File: src/rtl/brk_pkg.sv
package brk_pkg;
  localparam int NSLOT = 4;
  localparam logic [2:0] CAUSE_FLOW = 3'd4;
  localparam logic [2:0] CAUSE_STEP = 3'd5;
  localparam logic [2:0] MODE_LAST = 3'd4;

  typedef enum logic [2:0] {K_OFF, K_PROG, K_DATA, K_PRNG, K_DRNG} kind_e;

  typedef struct packed {
    logic [1:0] rw3;
    logic [1:0] rw2;
    logic [3:0] en;
    logic       flow_en;
    logic       step_en;
    logic [2:0] mode;
  } ctrl_t;

  localparam int CTRL_W = $bits(ctrl_t);

  function automatic kind_e slot_kind(input logic [2:0] mode, input int idx);
    kind_e k;
    k = K_OFF;
    if (idx < 2) k = K_PROG;
    else if (idx == 2) begin
      case (mode)
        3'd0, 3'd1: k = K_PROG;
        3'd2:       k = K_DATA;
        3'd3:       k = K_PRNG;
        3'd4:       k = K_DRNG;
        default:    k = K_OFF;
      endcase
    end else if (idx == 3) begin
      case (mode)
        3'd0:       k = K_PROG;
        3'd1, 3'd2: k = K_DATA;
        default:    k = K_OFF;
      endcase
    end
    return k;
  endfunction
endpackage

File: src/rtl/brk_cfg.sv
module brk_cfg
  import brk_pkg::*;
#(
  parameter int ADDR_W = 16,
  localparam int CFG_AW = $clog2(NSLOT + 1)
) (
  input  logic              clk,
  input  logic              rst,
  input  logic              we,
  input  logic [CFG_AW-1:0] addr,
  input  logic [ADDR_W-1:0] wdata,
  output ctrl_t             ctrl,
  output logic [ADDR_W-1:0] val [NSLOT]
);
  always_ff @(posedge clk) begin
    if (rst) begin
      ctrl <= '0;
    end else if (we && addr == '0) begin
      ctrl <= ctrl_t'(wdata[CTRL_W-1:0]);
    end
  end

  for (genvar i = 0; i < NSLOT; i++) begin : g_val
    always_ff @(posedge clk) begin
      if (rst) val[i] <= '0;
      else if (we && addr == CFG_AW'(i + 1)) val[i] <= wdata;
    end
  end
endmodule

File: src/rtl/brk_match.sv
module brk_match
  import brk_pkg::*;
#(
  parameter int ADDR_W = 16
) (
  input  logic              clk,
  input  logic              rst,
  input  ctrl_t             ctrl,
  input  logic [ADDR_W-1:0] val [NSLOT],
  input  logic              instr_valid,
  input  logic [ADDR_W-1:0] pc,
  input  logic              dmem_rd,
  input  logic              dmem_wr,
  input  logic [ADDR_W-1:0] daddr,
  output logic [NSLOT-1:0]  hit
);
  for (genvar i = 0; i < NSLOT; i++) begin : g_slot
    localparam int NX = (i + 1 < NSLOT) ? i + 1 : i;
    kind_e       kind;
    logic [1:0]  rw;
    logic        acc_ok;

    always_comb begin
      kind = slot_kind(ctrl.mode, i);
      rw = (i == 2) ? ctrl.rw2 : (i == 3) ? ctrl.rw3 : 2'b00;
      acc_ok = (rw[0] & dmem_rd) | (rw[1] & dmem_wr);
      case (kind)
        K_PROG:  hit[i] = ctrl.en[i] & instr_valid & (pc == val[i]);
        K_DATA:  hit[i] = ctrl.en[i] & acc_ok & (daddr == val[i]);
        K_PRNG:  hit[i] = ctrl.en[i] & instr_valid & (((pc ^ val[i]) & val[NX]) == '0);
        K_DRNG:  hit[i] = ctrl.en[i] & acc_ok & (((daddr ^ val[i]) & val[NX]) == '0);
        default: hit[i] = 1'b0;
      endcase
    end
  end

  // no strobe, no slot match
  a_r2_no_strobe_no_hit: assert property (@(posedge clk) disable iff (rst)
    (!instr_valid && !dmem_rd && !dmem_wr) |-> (hit == '0));

  // illegal mode keeps combined slots silent
  a_r6_bad_mode_quiet: assert property (@(posedge clk) disable iff (rst)
    (ctrl.mode > MODE_LAST) |-> (hit[3:2] == 2'b00));

  // a disabled slot never matches
  a_r7_disabled_quiet: assert property (@(posedge clk) disable iff (rst)
    ((hit & ~ctrl.en) == '0));
endmodule

File: src/rtl/brk_arb.sv
module brk_arb
  import brk_pkg::*;
(
  input  logic             clk,
  input  logic             rst,
  input  ctrl_t            ctrl,
  input  logic [NSLOT-1:0] hit,
  input  logic             instr_valid,
  input  logic             flow_chg,
  input  logic             resume,
  output logic             brk,
  output logic [2:0]       brk_cause
);
  logic       halted, seen;
  logic       flow_hit, step_hit, any, fire;
  logic [2:0] code;

  always_comb begin
    flow_hit = ctrl.flow_en & instr_valid & flow_chg;
    step_hit = ctrl.step_en & instr_valid & seen;
    any = (|hit) | flow_hit | step_hit;
    fire = any & ~halted;
    code = CAUSE_STEP;
    if (flow_hit) code = CAUSE_FLOW;
    for (int i = NSLOT - 1; i >= 0; i--) begin
      if (hit[i]) code = 3'(i);
    end
  end

  always_ff @(posedge clk) begin
    if (rst) begin
      brk <= 1'b0;
      brk_cause <= '0;
      halted <= 1'b0;
      seen <= 1'b0;
    end else begin
      brk <= fire;
      if (fire) brk_cause <= code;
      halted <= (halted & ~resume) | fire;
      if (resume || fire) seen <= 1'b0;
      else if (instr_valid && !halted) seen <= 1'b1;
    end
  end

  // break is a single-cycle pulse
  a_r11_one_cycle: assert property (@(posedge clk) disable iff (rst)
    brk |=> !brk);

  // held back while halted and not resumed
  a_r11_hold: assert property (@(posedge clk) disable iff (rst)
    (halted && !resume) |=> !brk);

  // cause only changes with a break
  a_r12_cause_stable: assert property (@(posedge clk) disable iff (rst)
    !brk |-> $stable(brk_cause));

  // cause code is always a legal value
  a_r10_cause_legal: assert property (@(posedge clk) disable iff (rst)
    brk |-> (brk_cause <= CAUSE_STEP));
endmodule

File: src/rtl/brk_unit.sv
module brk_unit
  import brk_pkg::*;
#(
  parameter int ADDR_W = 16
) (
  input  logic              clk,
  input  logic              rst,
  input  logic              cfg_we,
  input  logic [2:0]        cfg_addr,
  input  logic [ADDR_W-1:0] cfg_wdata,
  input  logic              instr_valid,
  input  logic [ADDR_W-1:0] pc,
  input  logic              flow_chg,
  input  logic              dmem_rd,
  input  logic              dmem_wr,
  input  logic [ADDR_W-1:0] daddr,
  input  logic              resume,
  output logic              brk,
  output logic [2:0]        brk_cause
);
  ctrl_t             ctrl;
  logic [ADDR_W-1:0] val [NSLOT];
  logic [NSLOT-1:0]  hit;

  brk_cfg #(.ADDR_W(ADDR_W)) u_cfg (
    .clk(clk), .rst(rst), .we(cfg_we), .addr(cfg_addr), .wdata(cfg_wdata),
    .ctrl(ctrl), .val(val)
  );

  brk_match #(.ADDR_W(ADDR_W)) u_match (
    .clk(clk), .rst(rst), .ctrl(ctrl), .val(val), .instr_valid(instr_valid),
    .pc(pc), .dmem_rd(dmem_rd), .dmem_wr(dmem_wr), .daddr(daddr), .hit(hit)
  );

  brk_arb u_arb (
    .clk(clk), .rst(rst), .ctrl(ctrl), .hit(hit), .instr_valid(instr_valid),
    .flow_chg(flow_chg), .resume(resume), .brk(brk), .brk_cause(brk_cause)
  );
endmodule

File: config.mk
export PLATFORM = sky130hd
export DESIGN_NAME = brk_unit
export DESIGN_NICKNAME = d
export VERILOG_FILES = /design/src/rtl/brk_pkg.sv /design/src/rtl/brk_cfg.sv /design/src/rtl/brk_match.sv /design/src/rtl/brk_arb.sv /design/src/rtl/brk_unit.sv
export SDC_FILE = /design/constraint.sdc
export NUM_CORES = 1
export LEC_CHECK = 0
export CAP_MARGIN = 5
export CORE_MARGIN = 5
export CORE_UTILIZATION = 30
export DETAILED_ROUTE_END_ITERATION = 7
export PLACE_DENSITY = 0.5
export SLEW_MARGIN = 5
export SYNTH_ARGS = -nofsm -noshare
export SYNTH_HDL_FRONTEND = slang
export SYNTH_SLANG_ARGS = --single-unit
File: constraint.sdc
create_clock -name clk -period 7.35 [get_ports clk]
set_clock_uncertainty 0.2 [all_clocks]
set_input_delay 1.8375 -clock clk [delete_from_list [all_inputs] [get_ports clk]]
set_output_delay 1.8375 -clock clk [all_outputs]
set_load 0.05 [all_outputs]
-- After elaboration in Yosys (flattened, before gate mapping)
Index checks and enable logic that the tools add are counted.
- output and inout bits: 4
- register bits after elaboration: 83
- logic and storage cells: 104
- bitwise gates (word level): 41
- equal/unequal tests: 22
- reduce and logical (&&, ||, !) cells: 18
- mux-type cells: 9
- operator list (operator ; count):
    16-bit equality test ; 6
    16-bit bitwise AND ; 4
    16-bit logical NOT ; 4
    16-bit bitwise XOR ; 4
    1-bit bitwise AND ; 26
    3-bit by 2-bit equality test with 1-bit output (second input constant) ; 6
    3-bit two-way mux ; 4
    3-bit one-hot mux with 4 select lines ; 1
    3-bit by 1-bit equality test with 1-bit output (second input constant) ; 3
    3-bit equality test (second input constant) ; 3
    1-bit one-hot mux with 4 select lines ; 2
    1-bit logical AND ; 6
    3-bit logical NOT ; 2
    2-bit OR reduction ; 3
    1-bit bitwise OR ; 5
    2-bit equality test (second input constant) ; 2
    2-bit one-hot mux with 2 select lines ; 1
    4-bit OR reduction ; 1
    2-bit by 3-bit equality test with 1-bit output (second input constant) ; 1
    2-bit by 1-bit equality test with 1-bit output (second input constant) ; 1
    1-bit inverter ; 2
    1-bit logical NOT ; 1
    1-bit logical OR ; 1
    1-bit two-way mux ; 1

-- Longest topological paths before layout
Gate-level depths: netlist of the first run.
- depth after elaboration: 11
- depth in mapped cells: 10

-- Modules after synthesis
A second synthesis of the first run with hierarchy kept.
- cells, all modules: 492
- area, all modules: 4829.6 µm²
- modules (own cells, without submodules) (module ; times used ; area an instance (µm²) ; sequential area each (µm²) ; cells each):
    brk_cfg ; 1 ; 3079.2 ; 1541.5 ; 274
    brk_match ; 1 ; 1455.1 ; 0.0 ; 189
    brk_arb ; 1 ; 295.3 ; 120.1 ; 29

-- Worst setup path after synthesis of the first run
No wires, ideal clock.
- path kind: input-to-reg
- start: in pc[0]
- end: reg u_arb.brk_cause[0]
- slack: 3.711 ns
- arrival: 3.325 ns
- data required time: 7.035 ns
- stages: 10
- cell sequence: inv_1 ha_1 nand4_1 nor4_1 nand4_1 o31ai_2 nor4_1 a21oi_2 nor3b_2 o21a_1
- longest elaborated chain between the ends: 9
- elaborated cells on any way between the ends: 26
- those cells by class: eq/ne (4); mux (6); bitwise (13); reduce/logical (3)
- ends and longest elaborated chain (item ; RTL line ; text):
    from (decl) ; brk_unit.sv:12 ; input logic [ADDR_W-1:0] pc,
    16-bit bitwise XOR ; brk_match.sv:30 ; K_PRNG: hit[i] = ctrl.en[i] & instr_valid & (((pc ^ val[i]) & val[NX]) == '0);
    16-bit bitwise AND ; brk_match.sv:30 ;
    16-bit logical NOT ; brk_match.sv:30 ;
    1-bit bitwise AND ; brk_match.sv:30 ;
    1-bit one-hot mux with 4 select lines ; brk_match.sv:27 ; case (kind)
    4-bit OR reduction / 3-bit two-way mux (equally long branches) ; brk_arb.sv:21, brk_arb.sv:26 ;
    1-bit bitwise OR / 3-bit two-way mux (equally long branches) (2 in series) ; brk_arb.sv:21, brk_arb.sv:26 ;
    1-bit bitwise AND / 3-bit two-way mux (equally long branches) ; brk_arb.sv:22, brk_arb.sv:26 ;
    to (signal assigned) ; brk_arb.sv:38 ; if (fire) brk_cause <= code;
    to (decl) ; brk_arb.sv:12 ; output logic [2:0] brk_cause
Several ways; a longest one is shown, not always the timed one.
A chain may end at the register's enable or synchronous reset.

-- Worst setup path in the final report of the first run
- start: in pc[5]
- end: reg u_arb.brk_cause[0]
The elaborated chain is that of the path after synthesis.

==> metrics.cfg, run 1 <==
[outcome]
status = finished, final reports clean

[drt]
ant_nets = 0
viasPerCell = 5.11
vias = 4134
routedWlPerCell_um = 19.1
drc = 0
firstDrtPassIters = 7
drt-total-wl_mm = 15.5
drt-initial-drc-count = 403

[sta]
slew_headroom_pct = 37.9
rsz0062_at_grt = false
whs_ps = 261
fin_crit_sh_pct = 59.9
setup_ws_ps = 2950
hold_viol_final = 0
timing_max_transition_violations_final = 0
setup_violations = 0
worst_pin_slew_ps = 930
tns_ps = 0
period_needed_ps = 4400
clock.fmax_mhz = 227

[placed_design]
dp_slack_ps = 2590
dpl-instance-area_mm2 = 0.00518
place_inst = 795
dp_hpwl_mm = 11.5
gp_congestion = 0.948
port_buffers = 62

[clocking]
cts_sinks = 83
cts-buffers-inserted = 9
clk_latency_ps = 340
postCtsSetupBuffers = 0
ctsResizeCount = 0
hold_buffers = 0
htreeDepth = 3
cts_tree = yes
path_clk_slew_ps = 60
cts_root_buffer = clkbuf_16
clk_path_buf_depth = 2

[floorplan]
die_h_um = 131
ios = 63
rows = 44
dieArea_mm2 = 0.0172
core_mm2 = 0.0145
start_util_pct = 30.5
chipWidth_um = 131

[pwr]
p_per_area_mw_per_mm2 = 186
swShare_pct = 25.6
p_seq_share_pct = 46.1
p_int_mw = 0.757
leakage_nw = 2.07
ir_worst_vdd_mv = 0.127
p_clk_share_pct = 41.1
p_sw_mw = 0.260
pwr-share-comb_pct = 12.7

[layout]
drive_gt1_share_pct = 3.68
layout.cells.non_filler = 809
diodes = 0
final_cell_area_mm2 = 0.00545
num-nets-final = 697
syn2layout_area_growth_pct = 23.5

[grt]
antenna_found_initial = 0
use_met1_pct = 24.7
grt_max_degree = 83
first_global_vias = 4041
grt_remaining_overflow = 0
grt_pass1_wl_mm = 23.8
grt.total_usage_pct = 17.6
grt.busiest_layer = met2
met3_usage_pct = 3.67
gr-usage-met2_pct = 27.3

[yosys]
synth_edf_count = 0
synth_area_per_cell_um2 = 7.73
ys_ff_latch = 83
syn_nets = 646
ys.warnings.count = 0
synth.distinct_cells = 34
async_flop_share_pct = 0
synth_area_mm2 = 0.00442
synth_cells = 571
synth_ff_type = dfxtp_1
seq_area_frac_synth_pct = 37.6

[setup_path]
cp_slowest_cell = clkdlybuf4s50_1
crit_start = pc[5]
cp.arrival_ps = 4430
path_class = in2reg
critPathMaxFanout = 5
worst-path-buf-inv = 2
cp_cell_sequence = clkdlybuf4s50_1, inv_1, ha_1, nand4_1, nor4_1, nand4_1, o31ai_2, nor4_1, a21oi_2, nor3b_2, o21a_1
cp-start-kind = input port
critPathCaptureType = flip-flop
r2r-start = u_cfg.val[1]$_SDFFE_PP0P_
critPathTopFamily = simple AND/OR/NAND/NOR gates
cp_data_required_time_ps = 7380
slowest_delay_ps = 620

[min_path]
hp-start = u_cfg.ctrl[11]$_SDFFE_PP0P_
hold_class = reg2reg

[flow_run]
max-cap-violations = 0

layer usage:
layer	vias up	wire length [um]
met4	0	300
met1	1949	7300
met2	158	6900
li1	2007	-
met3	20	979
met5	-	0
sequential cells by signal, indices dropped and copies added, names as in the netlist:
register,flops
u_arb.brk,1
u_arb.brk_cause,3
u_arb.halted,1
u_arb.seen,1
u_cfg.ctrl,13
u_cfg.val,64
placed cells by master (no fill, tap or decap), types with 3 or more instances in the layout:
master           instances
dfxtp_1                 83
clkbuf_16                9
nand4_1                 11
nor2_1                   8
and3_1                   3
nand3_1                 10
nand2_1                165
clkdlybuf4s50_1         61
xor2_1                  66
ha_1                    16
nor4_1                  16
nor3_1                  10
inv_1                   21
a21oi_1                 82
a22oi_1                 14
nor2b_1                  4
xnor2_1                 15
cells in the mapped netlist, types with 2 or more instances:
library cell	instances	area [um2]
nor2_1	9	33.8
o21ai_0	2	10.0
nor4_1	16	100
nand3_1	10	50.1
nand3b_1	2	15.0
a21oi_1	82	410
nor3_1	10	50.1
nor2b_1	4	25.0
a22o_1	2	17.5
nor4_2	2	25.0
dfxtp_1	83	1660
inv_1	21	78.8
nand4_1	11	68.8
ha_1	16	200
and3_1	3	18.8
and2_1	2	12.5
nand2_1	165	619
clkbuf_1	23	86.3
xor2_1	66	578
xnor2_1	15	131
a22oi_1	14	105
logic make-up after synthesis:
kind of cell	synth area share [%]
flip-flops	37.6
AND/OR/NAND/NOR	24.4
adder cells (fa/ha/maj)	4.53
buffers and inverters	3.74
AO/OA/AOI/OAI	13.6
XOR/XNOR	16.1
power groups by stage:
stage	registers (mW)	clock network [mW]	logic, mW
final	0.469	0.418	0.129
after CTS	0.469	0.428	0.129
after global placement	0.479	0	0.128
after detailed placement	0.479	0	0.128
after floorplan	0.476	0	0.0569
after global routing	0.470	0.445	0.140
worst paths after layout:
path / to / slack, ps / cells after the start
hold / removal: u_cfg.ctrl[11]$_SDFFE_PP0P_ / 260 / 2
setup / recovery: u_arb.brk_cause[0]$_SDFFE_PP0P_ / 2950 / 11
setup reg to reg: u_arb.brk_cause[0]$_SDFFE_PP0P_ / 4670 / 9
hold reg to reg: u_cfg.ctrl[11]$_SDFFE_PP0P_ / 260 / 2
area by class of cell:
| cell class | instances | area, um2 |
|---|---|---|
| Clock buffer | 12 | 256 |
| Clock inverter | 2 | 12.5 |
| Fill cell | 1518 | 9020 |
| Inverter | 21 | 78.8 |
| Multi-Input combinational cell | 444 | 2590 |
| Sequential cell | 83 | 1660 |
| Tap cell | 184 | 230 |
| Timing Repair Buffer | 63 | 623 |
worst reg2reg max path, delay by kind of cell (launching register included):
kind	cells	cell delay, ps
compound gates	3	470
fa+ha+maj	1	300
flops	1	480
simple gates	5	1130
through the flow:
step	total power, mW	utilization (%)
global route	1.05	37.7
detailed placement	0.607	35.8
global placement	0.607	35.8
floorplan	0.533	-
CTS	1.03	37.7
finish	1.02	37.7
(Power assumes the default switching activity.)
==> inputs of run 2 (changes only) <==
==> constraint.sdc (replaced) <==
create_clock -name clk -period 4.6 [get_ports clk]
set_clock_uncertainty 0.2 [all_clocks]
set_input_delay 1.15 -clock clk [delete_from_list [all_inputs] [get_ports clk]]
set_output_delay 1.15 -clock clk [all_outputs]
set_load 0.05 [all_outputs]
==> run 2 against run 1 <==
Net effect: largest power group unchanged; largest cell class unchanged; routed wire length is 1.2% higher; non-clock buffer count is 1 higher; global-route usage is 0.43 points higher.
==> metrics.cfg, run 2 (same netlist as run 1, synthesis figures left out) <==
[floorplan]
chipWidth_um = 131  ; unchanged
die_h_um = 131  ; unchanged
rows = 44  ; unchanged
core_mm2 = 0.0145  ; unchanged
ios = 63  ; unchanged
dieArea_mm2 = 0.0172  ; unchanged
start_util_pct = 30.5  ; unchanged

[grt]
grt_max_degree = 47  ; -43%
grt_remaining_overflow = 0  ; unchanged
first_global_vias = 4066  ; +0.62%
grt_pass1_wl_mm = 24.2  ; +1.7%
antenna_found_initial = 0  ; unchanged
grt.total_usage_pct = 18.0  ; +0.43 points

[layout]
syn2layout_area_growth_pct = 23.7
layout_common_cells = nand2_1 (165), dfxtp_1 (83), a21oi_1 (82)
drive_gt1_share_pct = 3.66  ; -0.018 points
largest_register = u_cfg.val
final_cell_area_mm2 = 0.00546  ; +0.18%
diodes = 0  ; unchanged
largest_reg_flops = 64  ; unchanged
num-nets-final = 698  ; +0.14%
top_regs = u_cfg.val (64), u_cfg.ctrl (13), u_arb.brk_cause (3)
final_common_cell = nand2_1
final_util_pct = 37.7  ; +0.069 points

[clocking]
cts_sinks = 83  ; unchanged
clk_path_buf_depth = 2  ; unchanged
clk_latency_ps = 340  ; about the same
path_clk_slew_ps = 60  ; about the same
hold_buffers = 0  ; unchanged
ctsResizeCount = 0  ; unchanged
cts_root_buffer = clkbuf_16
postCtsSetupBuffers = 0  ; unchanged
cts_tree = yes
htreeDepth = 3  ; unchanged
cts-buffers-inserted = 9  ; unchanged

[setup_path]
critPathCaptureType = flip-flop
critPathMaxFanout = 5  ; unchanged
cp-start-kind = input port
critPathTopFamily = simple AND/OR/NAND/NOR gates
cp_cell_sequence = clkdlybuf4s50_1, xor2_1, nor4_1, nand4_1, nor3_1, nor3_1, a21oi_2, nor3b_2, o21a_1
cpMostUsedCell = nor3_1
worst-path-buf-inv = 1  ; -1
cp.arrival_ps = 3790  ; -640 ps
slowest_delay_ps = 580  ; -40 ps
cp_slowest_cell = nor4_1
path_class = in2reg
cp_data_required_time_ps = 4690  ; -2690 ps

[pwr]
p_seq_share_pct = 45.9  ; -0.2 points
p_clk_share_pct = 41.4  ; +0.3 points
pwr-share-comb_pct = 12.7  ; about the same
swShare_pct = 25.7  ; +0.096 points
ir_worst_vdd_mv = 0.172  ; +36%
p_sw_mw = 0.420  ; +61%
leakage_nw = 2.08  ; +0.57%
p_int_mw = 1.22  ; +61%
p_total_mw = 1.64  ; +61%
p_per_area_mw_per_mm2 = 299  ; +60%

[placed_design]
dpl-instance-area_mm2 = 0.00519  ; about the same
dp_hpwl_mm = 11.7  ; +2.2%
port_buffers = 62  ; unchanged
gp_congestion = 0.983  ; +3.6%

[flow_run]
max-cap-violations = 0  ; unchanged

[drt]
vias = 4107  ; -0.65%
drc = 0  ; unchanged
routedWlPerCell_um = 19.3  ; +0.83%
drt-total-wl_mm = 15.7  ; +1.2%
viasPerCell = 5.06  ; -1.0%
ant_nets = 0  ; unchanged
firstDrtPassIters = 5  ; -2
drt-initial-drc-count = 445  ; +10%

[sta]
clock.fmax_mhz = 270
hold_viol_final = 0  ; unchanged
worst_pin_slew_ps = 936  ; +5.75 ps
setup_violations = 0  ; unchanged
whs_ps = 260  ; -0.897 ps
fin_crit_sh_pct = 80.6
rsz0062_at_grt = false
timing_max_transition_violations_final = 0  ; unchanged
period_needed_ps = 3710
slew_headroom_pct = 37.6  ; -0.32 points
tns_ps = 0  ; unchanged

[outcome]
status = finished, final reports clean

[min_path]
hold_class = reg2reg

==> run 2: cell types whose count changed in the layout (fill, tap and decap cells not counted), sizes merged <==
cell and change:
clkbuf +2, clkinv +1, buf +1, clkinvlp -1
==> run 2: metrics by stage <==
step / setup slack (ps) / instances
4_1_cts: 929 / 812
3_3_place_gp: 534 / 796
2_1_floorplan: 1650 / 571
3_5_place_dp: 575 / 796
6_report: 894 / 812
5_1_grt: 774 / 812
==> run 2: final timing paths <==
check	to	start	slack, ps	cells past startpoint
worst max register to register	u_arb.brk_cause[0]$_SDFFE_PP0P_	u_cfg.val[37]$_SDFFE_PP0P_	1990	8
worst max-delay path	u_arb.brk_cause[0]$_SDFFE_PP0P_	pc[13]	890	9
worst min-delay path	u_cfg.ctrl[11]$_SDFFE_PP0P_	u_cfg.ctrl[11]$_SDFFE_PP0P_	260	2
worst min register to register	u_cfg.ctrl[11]$_SDFFE_PP0P_	u_cfg.ctrl[11]$_SDFFE_PP0P_	260	2
==> run 2: final cells by class <==
| cell class | instances | area [um2] |
|---|---|---|
| Clock inverter | 2 | 10.0 |
| Multi-Input combinational cell | 444 | 2590 |
| Tap cell | 184 | 230 |
| Timing Repair Buffer | 64 | 631 |
| Clock buffer | 14 | 264 |
| Fill cell | 1498 | 9010 |
| Sequential cell | 83 | 1660 |
| Inverter | 21 | 78.8 |
==> run 2: power by group through the flow <==
stage / clock [mW] / combinational, mW / sequential (mW)
3_5_place_dp: 0 / 0.206 / 0.766
2_1_floorplan: 0 / 0.0910 / 0.761
5_1_grt: 0.721 / 0.226 / 0.751
4_1_cts: 0.694 / 0.208 / 0.750
6_report: 0.677 / 0.208 / 0.750
3_3_place_gp: 0 / 0.206 / 0.765
==> run 2: routing by layer <==
metal  vias up  track usage, %  share of wire [%]
li1       2004               -                  -
met1      1961            25.0                 47
met2       119            27.3                 45
met3        23            4.59                5.7
met4         0            6.34                2.6
met5         -               0                  0
==> run 2: tightest hold or removal path, stage by stage (launching register included) <==
cell     delay [ps]
dfxtp_1         310
nand2_1          50
a21oi_1          50
==> inputs of run 3 (changes only) <==
==> constraint.sdc (replaced) <==
create_clock -name clk -period 3.6 [get_ports clk]
set_clock_uncertainty 0.2 [all_clocks]
set_input_delay 0.9 -clock clk [delete_from_list [all_inputs] [get_ports clk]]
set_output_delay 0.9 -clock clk [all_outputs]
set_load 0.05 [all_outputs]
==> run 3 against run 2 <==
Net effect: power up 33%; final area up 5.0%; clock-buffer cell count down 2; critical path depth up 2; global-route usage up 0.13 points; clock power up 37%; hold slack about the same; highest routed layer unchanged.
==> metrics.cfg, run 3 (same netlist as run 1, synthesis figures left out) <==
[outcome]
status = finished, final reports clean

[layout]
num-nets-final = 729  ; +4.4%
drive_gt1_share_pct = 8.50  ; +4.8 points
layout_common_cells = nand2_1 (165), dfxtp_1 (83), a21oi_1 (82)
largest_register = u_cfg.val
syn2layout_area_growth_pct = 30.0
fill_cells = 1486  ; -0.80%
final_common_cell = nand2_1
top_regs = u_cfg.val (64), u_cfg.ctrl (13), u_arb.brk_cause (3)
largest_reg_flops = 64  ; unchanged
diodes = 0  ; unchanged
final_cell_area_mm2 = 0.00574  ; +5.0%
final_util_pct = 39.6  ; +1.9 points

[grt]
first_global_vias = 4279  ; +5.2%
antenna_found_initial = 0  ; unchanged
grt_max_degree = 45  ; -4.3%
grt_remaining_overflow = 0  ; unchanged
grt_pass1_wl_mm = 24.5  ; +1.2%
grt.total_usage_pct = 18.2  ; +0.13 points

[drt]
drt-total-wl_mm = 15.8  ; +0.85%
drt-initial-drc-count = 381  ; -14%
viasPerCell = 5.02  ; -0.65%
routedWlPerCell_um = 18.7  ; -2.9%
drc = 0  ; unchanged
vias = 4236  ; +3.1%
ant_nets = 0  ; unchanged
firstDrtPassIters = 5  ; unchanged

[clocking]
cts_sinks = 83  ; unchanged
cts_tree = yes
path_clk_slew_ps = 60  ; about the same
clk_path_buf_depth = 2  ; unchanged
hold_buffers = 0  ; unchanged
htreeDepth = 3  ; unchanged
postCtsSetupBuffers = 0  ; unchanged
clk_latency_ps = 340  ; about the same
cts_root_buffer = clkbuf_16
cts-buffers-inserted = 9  ; unchanged
ctsResizeCount = 0  ; unchanged

[sta]
clock.fmax_mhz = 305
period_needed_ps = 3280
fin_crit_sh_pct = 91.2
hold_viol_final = 0  ; unchanged
slew_headroom_pct = 48.5  ; +11 points
setup_ws_ps = 318  ; -577 ps
setup_violations = 0  ; unchanged
rsz0062_at_grt = false
worst_pin_slew_ps = 773  ; -163 ps
timing_max_transition_violations_final = 0  ; unchanged

[setup_path]
critPathCaptureType = flip-flop
ff2ff_setup_slack_ps = 920  ; -1070 ps
cp.arrival_ps = 3340  ; -450 ps
cp-start-kind = input port
r2r-start = u_cfg.val[9]$_SDFFE_PP0P_
path_class = in2reg
worstRegToRegCells = 10  ; +2
cp_data_required_time_ps = 3660  ; -1030 ps
critPathMaxFanout = 3  ; -2
r2r_end = u_arb.seen$_SDFFE_PP0P_

[floorplan]
start_util_pct = 30.5  ; unchanged
rows = 44  ; unchanged
ios = 63  ; unchanged
chipWidth_um = 131  ; unchanged
dieArea_mm2 = 0.0172  ; unchanged
die_h_um = 131  ; unchanged
core_mm2 = 0.0145  ; unchanged

[pwr]
p_per_area_mw_per_mm2 = 378  ; +26%
pwr-share-comb_pct = 13.1  ; +0.4 points
leakage_nw = 2.25  ; +7.8%
p_int_mw = 1.62  ; +33%
p_clk_share_pct = 42.7  ; +1.3 points
p_seq_share_pct = 44.2  ; -1.7 points
swShare_pct = 25.2  ; -0.45 points
p_sw_mw = 0.547  ; +30%
ir_worst_vdd_mv = 0.202  ; +18%

[placed_design]
dp_slack_ps = -149  ; -723 ps
port_buffers = 62  ; unchanged
dpl-instance-area_mm2 = 0.00544  ; +4.7%
gp_congestion = 0.919  ; -6.5%
dp_hpwl_mm = 12.2  ; +3.9%

[min_path]
hold_class = reg2reg
hp-start = u_cfg.ctrl[3]$_SDFFE_PP0P_
hold_path_end = u_cfg.ctrl[3]$_SDFFE_PP0P_
hold_path_depth = 2  ; unchanged

[flow_run]
max-cap-violations = 0  ; unchanged

## run 3: changes by cell type in the layout (fill, tap and decap cells not counted)
cell,before,now
buf_4,2,32
clkinvlp_4,0,2
buf_12,0,1
bufinv_16,0,1
clkbuf_1,3,2
clkbuf_8,2,1
clkinv_2,2,1
nor4_1,16,15
nor4_2,2,3
## run 3: power groups by stage
| stage | Combinational (mW) | Clock (mW) | Sequential (mW) |
|---|---|---|---|
| detailed placement | 0.283 | 0 | 0.978 |
| CTS | 0.285 | 0.947 | 0.958 |
| global placement | 0.282 | 0 | 0.978 |
| global route | 0.310 | 0.983 | 0.960 |
| floorplan | 0.116 | 0 | 0.972 |
| finish | 0.285 | 0.927 | 0.958 |
## run 3: through the flow
step | TNS [ps] | instances | total power, mW | hold WS [ps]
global placement | -341 | 827 | 1.26 | 242
finish | 0 | 843 | 2.17 | 260
global route | 0 | 843 | 2.25 | 278
floorplan | 0 | 571 | 1.09 | 236
detailed placement | -338 | 827 | 1.26 | 252
CTS | 0 | 843 | 2.19 | 260
## run 3: worst max-delay path: stages
cell             delay (ps)
clkdlybuf4s50_1         480
inv_1                    50
ha_1                    270
nand4_1                 170
nor4_1                  370
buf_4                   170
nand4_1                 100
o31ai_2                 100
nor4_2                  120
or4_1                   430
a21oi_1                 160
## run 3: area by class of cell
type | instances | area, um2 | area share (%)
Clock buffer | 12 | 246 | 4.30
Tap cell | 184 | 230 | 4.01
Timing Repair Buffer | 95 | 876 | 15.3
Multi-Input combinational cell | 444 | 2590 | 45.2
Clock inverter | 4 | 50.0 | 0.872
Sequential cell | 83 | 1660 | 29.0
Inverter | 21 | 78.8 | 1.37
## run 3: worst max path at each step
stage | startpoint | end | slack [ps] | cells after the start
6_report | pc[5] | u_arb.brk_cause[1]$_SDFFE_PP0P_ | 320 | 11
5_1_grt | pc[9] | u_arb.brk_cause[1]$_SDFFE_PP0P_ | 150 | 11
3_5_place_dp | pc[9] | u_arb.seen$_SDFFE_PP0P_ | -150 | 12
2_1_floorplan | pc[0] | u_arb.brk_cause[0]$_SDFFE_PP0P_ | 900 | 10
4_1_cts | pc[9] | u_arb.seen$_SDFFE_PP0P_ | 180 | 12
3_3_place_gp | pc[4] | u_arb.brk_cause[0]$_SDFFE_PP0P_ | -100 | 12
## run 3: layer usage
layer  part of all wire [%]  vias to the layer above  GRT usage, %  routed length [um]
met5                      0                        -             0                   0
met2                     48                      104          29.9                7510
met4                    1.3                        0          4.69                 205
li1                       -                     2075             -                   -
met1                     46                     2046          24.4                7330
met3                    4.8                       11          3.56                 753
